--- src/rtl/ddc_mode_ctrl.sv ---
module ddc_mode_ctrl #(
  parameter int unsigned ADDR_W   = 7,
  parameter int unsigned TIMEOUT  = 128,
  parameter logic [3:0]  DEV_CODE = 4'b1010
) (
  input  logic              clk,
  input  logic              rst_n,
  input  logic              vclk,
  input  logic              scl,
  input  logic              sda_i,
  output logic              sda_oe,
  output logic              sda_o,
  output logic [ADDR_W-1:0] mem_addr,
  input  logic [7:0]        mem_data,
  output logic [1:0]        mode,
  output logic              engine_en
);

  localparam int unsigned CW = $clog2(TIMEOUT + 1);
  localparam logic [1:0] M_XMIT = 2'd0;
  localparam logic [1:0] M_TENT = 2'd1;
  localparam logic [1:0] M_LOCK = 2'd2;
  localparam logic [1:0] P_IDLE  = 2'd0;
  localparam logic [1:0] P_SHIFT = 2'd1;
  localparam logic [1:0] P_ACK   = 2'd2;

  logic [2:0] vclk_sy, scl_sy, sda_sy;
  logic [CW-1:0] vcnt;
  logic [ADDR_W-1:0] addr;
  logic [3:0] slot;
  logic started;
  logic [1:0] ph;
  logic [3:0] bitcnt;
  logic [7:0] shreg;

  always_ff @(posedge clk or negedge rst_n) begin
    if (!rst_n) begin
      vclk_sy <= 3'b000;
      scl_sy  <= 3'b111;
      sda_sy  <= 3'b111;
    end else begin
      vclk_sy <= {vclk_sy[1:0], vclk};
      scl_sy  <= {scl_sy[1:0], scl};
      sda_sy  <= {sda_sy[1:0], sda_i};
    end
  end

  wire v_rise   = vclk_sy[1] & ~vclk_sy[2];
  wire scl_hi   = scl_sy[1];
  wire sda_hi   = sda_sy[1];
  wire scl_fall = ~scl_sy[1] & scl_sy[2];
  wire scl_rise = scl_sy[1] & ~scl_sy[2];
  wire sda_fall = ~sda_sy[1] & sda_sy[2];
  wire sda_rise = sda_sy[1] & ~sda_sy[2];
  wire start_c  = sda_fall & scl_hi & scl_sy[2];
  wire stop_c   = sda_rise & scl_hi & scl_sy[2];

  always_ff @(posedge clk or negedge rst_n) begin
    if (!rst_n) begin
      mode    <= M_XMIT;
      vcnt    <= '0;
      addr    <= '0;
      slot    <= 4'd0;
      started <= 1'b0;
      ph      <= P_IDLE;
      bitcnt  <= 4'd0;
      shreg   <= 8'd0;
    end else begin
      case (mode)
        M_XMIT: begin
          if (scl_fall && sda_hi) begin
            mode <= M_TENT;
            vcnt <= '0;
            ph   <= P_IDLE;
          end else if (v_rise) begin
            if (!started) begin
              started <= 1'b1;
              slot    <= 4'd0;
              addr    <= '0;
            end else if (slot == 4'd8) begin
              slot <= 4'd0;
              addr <= addr + 1'b1;
            end else begin
              slot <= slot + 4'd1;
            end
          end
        end
        M_TENT: begin
          if (scl_fall) begin
            vcnt <= '0;
          end else if (v_rise) begin
            if (vcnt == CW'(TIMEOUT - 1)) begin
              mode    <= M_XMIT;
              started <= 1'b0;
              addr    <= '0;
              slot    <= 4'd0;
              vcnt    <= '0;
            end else begin
              vcnt <= vcnt + 1'b1;
            end
          end
          if (start_c) begin
            ph     <= P_SHIFT;
            bitcnt <= 4'd0;
          end else if (stop_c) begin
            ph <= P_IDLE;
          end else if (ph == P_SHIFT && scl_rise && bitcnt < 4'd8) begin
            shreg  <= {shreg[6:0], sda_hi};
            bitcnt <= bitcnt + 4'd1;
          end else if (ph == P_SHIFT && scl_fall && bitcnt == 4'd8) begin
            if (shreg[7:4] == DEV_CODE) begin
              ph   <= P_ACK;
              mode <= M_LOCK;
            end else begin
              ph <= P_IDLE;
            end
          end
        end
        default: begin
          if (ph == P_ACK && scl_fall) ph <= P_IDLE;
        end
      endcase
    end
  end

  wire xmit_drive = (mode == M_XMIT) && started && (slot != 4'd8);
  wire ack_drive  = (ph == P_ACK);

  assign sda_oe    = xmit_drive | ack_drive;
  assign sda_o     = ack_drive ? 1'b0 : mem_data[~slot[2:0]];
  assign mem_addr  = addr;
  assign engine_en = (mode == M_LOCK);

endmodule

--- config.mk ---
export PLATFORM = sky130hd
export DESIGN_NAME = ddc_mode_ctrl
export DESIGN_NICKNAME = d
export VERILOG_FILES = /design/src/rtl/ddc_mode_ctrl.sv
export SDC_FILE = /design/constraint.sdc
export NUM_CORES = 1
export LEC_CHECK = 0
export BUFFER_PORTS_ARGS = -buffer_cell sky130_fd_sc_hd__buf_2
export CAP_MARGIN = 0
export CORE_MARGIN = 4
export CORE_UTILIZATION = 50
export DETAILED_ROUTE_END_ITERATION = 10
export PLACE_DENSITY = 0.7
export SYNTH_ARGS = -nofsm -noshare
export SYNTH_HDL_FRONTEND = slang
export SYNTH_SLANG_ARGS = --single-unit
export TNS_END_PERCENT = 5
--- constraint.sdc ---
create_clock -name clk -period 5.41 [get_ports clk]
set_input_delay 0.8115 -clock clk [delete_from_list [all_inputs] [get_ports clk]]
set_output_delay 0.8115 -clock clk [all_outputs]
set_load 0.05 [all_outputs]
==> results of run 1 <==
## metal layers
layer  routed length [um]  GRT usage [%]  vias to the layer above
met5                    0              0                        -
met4                   63           6.21                        0
met3                  146           3.96                        6
met2                 2050           28.3                       29
met1                 1990           22.2                      826
li1                     -              -                      827
## per-stage QoR
stage	power (uW)	std cells	worst slack [ns]	hold slack (ns)
after floorplan	554	217	2.75	0.331
after global placement	595	286	2.68	0.335
after detailed placement	600	286	2.68	0.336
after CTS	867	294	2.68	0.355
after global routing	909	294	2.63	0.361
final	858	294	2.72	0.352
## cell usage in the layout, fill, tap and decap left out, drive strengths merged, types with 8 or more instances in the layout
cell | Yosys | routed
dfrtp | 39 | 39
a21oi | 8 | 8
nand2 | 15 | 15
inv | 8 | 8
o21ai | 28 | 28
buf | 5 | 24
nand3 | 15 | 15
o31ai | 8 | 8
nor2 | 15 | 15
mux2 | 8 | 8
## sequential cells by signal, indices dropped and copies added (netlist names)
signal,flops
shreg,8
vcnt,8
mem_addr,7
bitcnt,4
slot,4
scl_sy,3
sda_sy,3
vclk_sy,3
mode,2
ph,2
started,1
## worst paths after layout
check / end / slack (ns) / start / depth (start not counted)
worst max-delay path: sda_o / 2.72 / mem_data[0] / 5
worst min-delay path: vclk_sy[1] / 0.35 / vclk_sy[0] / 0
worst max register to register: vcnt[3] / 3.35 / scl_sy[1] / 5
worst min register to register: vclk_sy[1] / 0.35 / vclk_sy[0] / 0
max in group asynchronous: vcnt[4] / 4.16 / rst_n / 1
min in group asynchronous: mem_addr[4] / 0.66 / rst_n / 1
## area by class of cell
class,count,area share [%]
clock buffer,6,3.27
clock inverter,2,1.49
inverter,8,1.19
multi-input combinational,157,41.8
sequential,45,44.9
tap,52,2.58
timing repair buffer,24,4.76
## synthesized netlist by cell type (3+ instances only)
| master | count |
|---|---|
| inv_1 | 8 |
| nand3b_1 | 5 |
| nand2_1 | 15 |
| dfstp_2 | 6 |
| or3_1 | 3 |
| nor3b_1 | 3 |
| nor2_1 | 15 |
| mux2_4 | 8 |
| nand2b_1 | 5 |
| a21oi_1 | 7 |
| ha_1 | 6 |
| and3_1 | 4 |
| nor2b_1 | 3 |
| nand3_1 | 14 |
| o21ai_0 | 28 |
| o31ai_1 | 8 |
| nor3_1 | 3 |
| dfrtp_1 | 39 |
## power by group
group / internal [uW] / total (uW) / leakage [uW] / switching [uW]
sequential: 384 / 431 / 0.000577 / 46.8
combinational: 77.6 / 161 / 0.000521 / 83.7
clock: 150 / 266 / 0.0000574 / 116
## cells by family (layout without fill, tap and decap cells)
kind of cell,count (synthesis),in the layout
AOI/OAI and AO/OA,54,54
xor gates and xnor gates,2,2
adders and majority gates,6,6
buffers and inverters,15,40
DFF,45,45
muxes,12,12
and+or+nand+nor,83,83
==> metrics, run 1 <==
global-route wire length before repair=7.42 mm; final std cell area, no fill=around 2500 um^2; post-synthesis compound-gate area fraction=14.1%; layout cells sized above 1=a little over a fifth; DR DRC count=0; largest family of logic cells by synthesized area=simple AND/OR/NAND/NOR gates; gr usage total=17.2%; Max Cap Viol=0; top cells by area, synth=dfrtp_1 (43%), dfstp_2 (7.0%), o21ai_0 (6.2%), mux2_4 (5.3%), ha_1 (3.3%); Area after DPL=2400 um^2; status=completed; clock-pin slew on the worst setup and hold paths=approximately 0.08 ns; synthesized flop and latch total=45; post-route antenna net violation count=0; Root Driver=clkbuf_8; Via density=about 5.7; grt ovf=0; relative slew slack=35.8%; Final min period=2.69 ns; Avg WL per Cell=14.5 um; min-delay worst type=flip-flop to flip-flop; NumNets Final=260; Final Slew Violations=0; Period Utilization, post-route=between 40% and 50%; vias in the first global route=between 1.5k and 2k; later-pin clock latency in the skew report=about 0.3 ns; top-area cell type share of the netlist area=between 40% and 50%; antenna violations before repair=0; Synth warnings=0; TritonRoute pass-1 iters=4; die width=75.3 um; Post-CTS Setup Bufs=0; fill count=a little under 400; Initial Util=about half; Max clock buf depth=2; core outline area=4380 um^2; area leader, netlist=dfrtp_1; largest stage delay on the critical path=around 0.44 ns; input/output buffers=24; Hold-fix buffers, CTS=0; Post-synth EDFFs=0; XOR/XNOR Fraction of Synth Area=less than 1%; Routed WL=roughly 4.3 mm; Resized cells post-CTS=0; dpl hpwl=just over 3 mm; RSZ-0062 raised after global routing=false; Fin. Hold Viols=0; crit path capture type=primary output; Post-synth ARST share=100%; critical path class=primary input to primary output; final setup vio count=0; clk_skew=between 0.008 and 0.009 ns; area occupied by multi-input gates=about 1100 um^2; Highest Clock Rate=0.371 GHz; setup tns final=0 ns; critical path arrival=~1.9 ns; ANT cells=0; Crit path max-delay family=multiplexers; Mapped Area=around 2300 um^2; Syn-to-layout area delta=11.4%; post-synthesis cell type count=44; pwr dens=340 nW/um^2; die area=between 5000 and 6000 um^2; Post-Syn Nets=~240; TritonCTS clock tree=yes; Worst setup SP type=primary input; DR iter-0 viols=82; Worst path slowest cell=mux4_2; Seq/Total Area, Yosys=around half; largest net degree at the start of global routing=46; Ports=25; DR vias=~1.7k; Least-Margin Pin Slew=0.963 ns; Critical Path, Cell by Cell=buf_2 -> mux4_2 -> mux2i_1 -> a21oi_1 -> buf_2; H-tree depth=2; WP buf/inv=2; final core utilization=between 50 and 60%; Post-Syn Instances=~220; Adder-Cell Fraction of Synth Area=roughly 3.3%; RD Place Congestion=~0.84; crit path max fanout=1; clock sink count=45; P_leak=0.00116 uW; Post-synth top flop=dfrtp_1; total CTS buffers=5; CP dominant cell by count=buf_2; Max IR drop VDD=around 0.18 mV; syn avg cell area=approximately 10 um^2; mux contribution to synthesized area=8.17%; Die Y=roughly 75 um; Seq. cell area=around 1100 um^2; row cnt=24; WP data required=about 4.6 ns; simple-gate share of the synthesized area=between 20% and 30%
Power figures use the tool's default switching activity.
==> inputs of run 2 (changes only) <==
clock period = 2.75 ns   (was 5.41 ns; I/O delays follow)
==> metrics, run 2 (synthesized netlist as in run 1, its figures left out) <==
status=completed; Initial Util=51.7% (unchanged); Root Driver=clkbuf_8; largest stage delay on the critical path=0.53 ns (+0.09 ns); most common cell after layout, fill and taps aside=dfrtp_1; grt ovf=0 (unchanged); post-route antenna net violation count=0 (unchanged); dpl hpwl=2.97 mm (-2.7%); pwr dens=627 nW/um^2 (+84%); later-pin clock latency in the skew report=0.30 ns (about the same); relative slew slack=36.1% (+0.31 points); critical path arrival=1.82 ns (-0.06 ns); Period Utilization, post-route=81.4%; TritonRoute pass-1 iters=4 (unchanged); Highest Clock Rate=roughly 0.45 GHz; Area after DPL=2410 um^2 (+0.31%); WP data required=2.34 ns (-2.26 ns); DR vias=1,668 (-1.2%); Ports=25 (unchanged); Syn-to-layout area delta=10.1%; Final Slew Violations=0 (unchanged); RSZ-0062 raised after global routing=false; die width=75.3 um (unchanged); H-tree depth=2 (unchanged); Die Y=75.3 um (unchanged); R2R setup slack=0.79 ns (-2.56 ns); largest net degree at the start of global routing=46 (unchanged); critical path class=flip-flop to primary output; die area=5670 um^2 (unchanged); setup tns final=0 ns (unchanged); NumNets Final=261 (+0.38%); Via density=5.65 (-1.5%); Routed WL=4.23 mm (-0.49%); gr usage total=16.1% (-1.1 points); layout cells sized above 1=21.0% (-0.50 points); clk_skew=0.00933 ns (+0.00129 ns); crit path max fanout=7 (+6); Post-CTS Setup Bufs=0 (unchanged); antenna violations before repair=0 (unchanged); Final min period=around 2.2 ns; core outline area=4380 um^2 (unchanged); Resized cells post-CTS=0 (unchanged); most frequent cells in the layout=dfrtp_1 (39), o21ai_0 (28), buf_2 (24), nand2_1 (15), nor2_1 (15); Worst setup SP type=flip-flop; clock-pin slew on the worst setup and hold paths=0.08 ns (about the same); final hold slack=0.212 ns (-0.140 ns); global-route wire length before repair=6.87 mm (-7.4%); Max IR drop VDD=0.309 mV (+69%); Max clock buf depth=2 (unchanged); Hold-fix buffers, CTS=0 (unchanged); row cnt=24 (unchanged); final core utilization=56.9% (-0.66 points); Fin. Hold Viols=0 (unchanged); WP buf/inv=1 (-1); min-delay worst type=primary input to flip-flop; RD Place Congestion=0.867 (+3.8%); vias in the first global route=1,470 (-11%); Critical Path, Cell by Cell=mux4_2 -> mux2i_1 -> a21oi_1 -> buf_2; P_leak=0.00114 uW (-1.2%); Worst path slowest cell=mux4_2; DR iter-0 viols=76 (-7.3%); input/output buffers=24 (unchanged); total CTS buffers=5 (unchanged); final setup vio count=0 (unchanged); Crit path max-delay family=multiplexers; Least-Margin Pin Slew=0.958 ns (-0.00469 ns); ANT cells=0 (unchanged); clock sink count=45 (unchanged); Avg WL per Cell=14.3 um (-0.83%); final std cell area, no fill=2490 um^2 (-1.1%); crit path capture type=primary output; TritonCTS clock tree=yes; DR DRC count=0 (unchanged); Max Cap Viol=0 (unchanged)
==> run 2: cell types whose count changed in the layout (fill, tap and decap cells not counted), sizes merged <==
| cell | change |
|---|---|
| buf | +1 |
| clkbuf | +1 |
| bufinv | -1 |
==> run 2: worst reg2reg max path, delay by kind of cell, from the launching register on <==
family                     cells  cell delay, ns
AOI/OAI and AO/OA              3            0.55
adders and majority gates      1            0.25
DFF                            1            0.42
and+or+nand+nor                2            0.62
==> run 2: layer usage <==
metal / routed length [um] / share of wire (%) / vias to the layer above / track usage (%)
met2: 1950 / 46 / 35 / 25.7
met5: 0 / 0 / - / 0
met3: 197 / 4.7 / 5 / 4.49
met4: 37 / 0.87 / 0 / 5.83
li1: - / - / 837 / -
met1: 2050 / 48 / 791 / 21.0
==> run 2: layout make-up <==
class | count | area (um^2)
Fill cell | 380 | 1890
Sequential cell | 45 | 1130
Multi-Input combinational cell | 157 | 1050
Timing Repair Buffer | 25 | 128
Clock buffer | 7 | 76.3
Tap cell | 52 | 65.1
Inverter | 8 | 30.0
Clock inverter | 1 | 7.51
==> run 2: power breakdown <==
group	internal (uW)	switching, uW	total (uW)
combinational	155	167	322
clock	180	216	396
sequential	755	90.4	846
==> run 2: path summary, 6_finish.rpt <==
kind,startpoint,end,depth (start not counted)
worst min register to register,vclk_sy[0],vclk_sy[1],0
min in group asynchronous,rst_n,bitcnt[2],1
max in group asynchronous,rst_n,vclk_sy[1],1
worst max register to register,vcnt[0],mem_addr[4],6
worst max-delay path,slot[0],sda_o,4
worst min-delay path,scl,scl_sy[0],1
==> run 2: through the flow <==
| stage | total power, uW | setup WS, ns | cells |
|---|---|---|---|
| global route | 1660 | 0.396 | 295 |
| global placement | 1170 | 0.797 | 287 |
| detailed placement | 1180 | 0.799 | 287 |
| floorplan | 1090 | 0.647 | 217 |
| CTS | 1580 | 0.458 | 295 |
| finish | 1560 | 0.513 | 295 |
==> inputs of run 3 (changes only) <==
clock period = 2.3 ns   (was 2.75 ns; I/O delays follow)
==> metrics, run 3 (synthesized netlist as in run 1, its figures left out) <==
status=completed; layout cells sized above 1=23.1% (+2.1 points); Routed WL=4.14 mm (-2.2%); Hold-fix buffers, CTS=0 (unchanged); setup tns final=0 ns (unchanged); ANT cells=0 (unchanged); DR iter-0 viols=95 (+25%); Seq pwr share=50.3% (-3.8 points); later-pin clock latency in the skew report=0.30 ns (about the same); Syn-to-layout area delta=13.0%; critical path arrival=1.84 ns (+0.02 ns); crit path capture type=primary output; crit path max fanout=7 (unchanged); H-tree depth=2 (unchanged); Max clock buf depth=2 (unchanged); clock sink count=45 (unchanged); Root Driver=clkbuf_8; global-route wire length before repair=7.64 mm (+11%); TritonRoute pass-1 iters=4 (unchanged); grt ovf=0 (unchanged); Worst path slowest cell=mux4_2; DR vias=1,668 (unchanged); NumNets Final=265 (+1.5%); TritonCTS clock tree=yes; RSZ-0062 raised after global routing=false; Fin. Hold Viols=0 (unchanged); critical path class=flip-flop to primary output; R2R depth=5 (-1); M3 GR Usage=4.22% (-0.26 points); clk_skew=0.00653 ns (-0.00280 ns); relative slew slack=62.6% (+26 points); dpl hpwl=2.97 mm (about the same); vias in the first global route=1,686 (+15%); final std cell area, no fill=2560 um^2 (+2.7%); gr usage total=17.3% (+1.2 points); R2R setup slack=0.41 ns (-0.38 ns); M1 GR Usage=23.2% (+2.1 points); Least-Margin Pin Slew=0.562 ns (-0.396 ns); Tot Pwr=2010 uW (+29%); Max IR drop VDD=0.491 mV (+59%); post-route antenna net violation count=0 (unchanged); Area after DPL=2440 um^2 (+1.2%); M2 GR Usage=28.2% (+2.5 points); Resized cells post-CTS=0 (unchanged); largest net degree at the start of global routing=46 (unchanged); Period Utilization, post-route=a little over nine tenths; WP data required=1.96 ns (-0.38 ns); Post-CTS Setup Bufs=0 (unchanged); Critical Path, Cell by Cell=mux4_2 -> mux2i_1 -> a21oi_1 -> buf_2; Die Y=75.3 um (unchanged); reg2reg end=mem_addr[3]; Ports=25 (unchanged); Max Cap Viol=0 (unchanged); min-delay worst type=primary input to async pin; die area=5670 um^2 (unchanged); P_leak=0.00118 uW (+3.4%); most used routing layer=met2; clock share of power=30.8% (+5.5 points); core outline area=4380 um^2 (unchanged); Final Slew Violations=0 (unchanged); input/output buffers=24 (unchanged); most common cell after layout, fill and taps aside=dfrtp_1; die width=75.3 um (unchanged); Switching Share=28.3% (-2.0 points); Highest Clock Rate=around 0.46 GHz; most frequent cells in the layout=dfrtp_1 (39), o21ai_0 (28), buf_2 (24), nand2_1 (15), nor2_1 (15); Final min period=around 2.2 ns; largest stage delay on the critical path=0.53 ns (about the same); clock-pin slew on the worst setup and hold paths=0.08 ns (about the same); r2r startpoint=scl_sy[1]; DR DRC count=0 (unchanged); Initial Util=51.7% (unchanged); RD Place Congestion=0.784 (-9.6%); Worst setup SP type=flip-flop; switching power=570 uW (+20%); Avg WL per Cell=13.8 um (-3.5%); Internal=1440 uW (+32%); Via density=5.58 (-1.3%); Comb power frac=18.9% (-1.7 points); pwr dens=786 nW/um^2 (+25%); antenna violations before repair=0 (unchanged); final setup vio count=0 (unchanged); row cnt=24 (unchanged); total CTS buffers=5 (unchanged)
==> run 3: changes by cell type in the layout (fill, tap and decap cells not counted) <==
cell	before	now
clkbuf_1	2	0
bufinv_16	0	1
clkbuf_8	5	6
buf_4	1	5
==> run 3: metal layers <==
metal	vias to the layer above	part of all wire [%]
li1	846	-
met1	796	49
met2	21	46
met3	5	3.7
met4	0	1.2
met5	-	0
==> run 3: metrics by stage <==
stage / instances / utilization (%) / setup slack [ns] / hold WS (ns)
2_1_floorplan: 217 / - / 0.265 / 0.0494
3_3_place_gp: 291 / 55.7 / 0.432 / 0.341
3_5_place_dp: 291 / 55.7 / 0.408 / 0.344
4_1_cts: 299 / 58.4 / 0.0753 / 0.127
5_1_grt: 299 / 58.4 / 0.0194 / 0.124
6_report: 299 / 58.4 / 0.110 / 0.118
==> run 3: cell type report <==
class | count | area, um^2
clock buffers | 6 | 82.6
repair buffers | 29 | 158
flip-flops and latches | 45 | 1130
fillers | 383 | 1820
clock inverters | 2 | 37.5
multi-input cells | 157 | 1050
well taps | 52 | 65.1
inverters | 8 | 30.0
==> run 3: how the worst max path moves through the flow <==
stage / from / endpoint
floorplan: mode[1] / engine_en
global placement: slot[0] / sda_o
detailed placement: scl_sy[1] / mem_addr[3]
CTS: slot[0] / sda_o
global route: slot[0] / sda_o
finish: slot[0] / sda_o
==> run 3: worst max-delay path, delay by kind of cell, from the launching register on <==
kind | cells | cell delay (ns)
flops | 1 | 0.49
buf+inv | 1 | 0.22
compound gates | 1 | 0.08
mux | 2 | 0.76
==> run 3: power by group through the flow <==
stage | registers, uW | logic (uW) | clock network (uW)
after floorplan | 1020 | 282 | 0
after global placement | 1020 | 378 | 0
after detailed placement | 1030 | 384 | 0
after CTS | 1010 | 387 | 639
after global routing | 1040 | 434 | 669
final | 1010 | 381 | 620
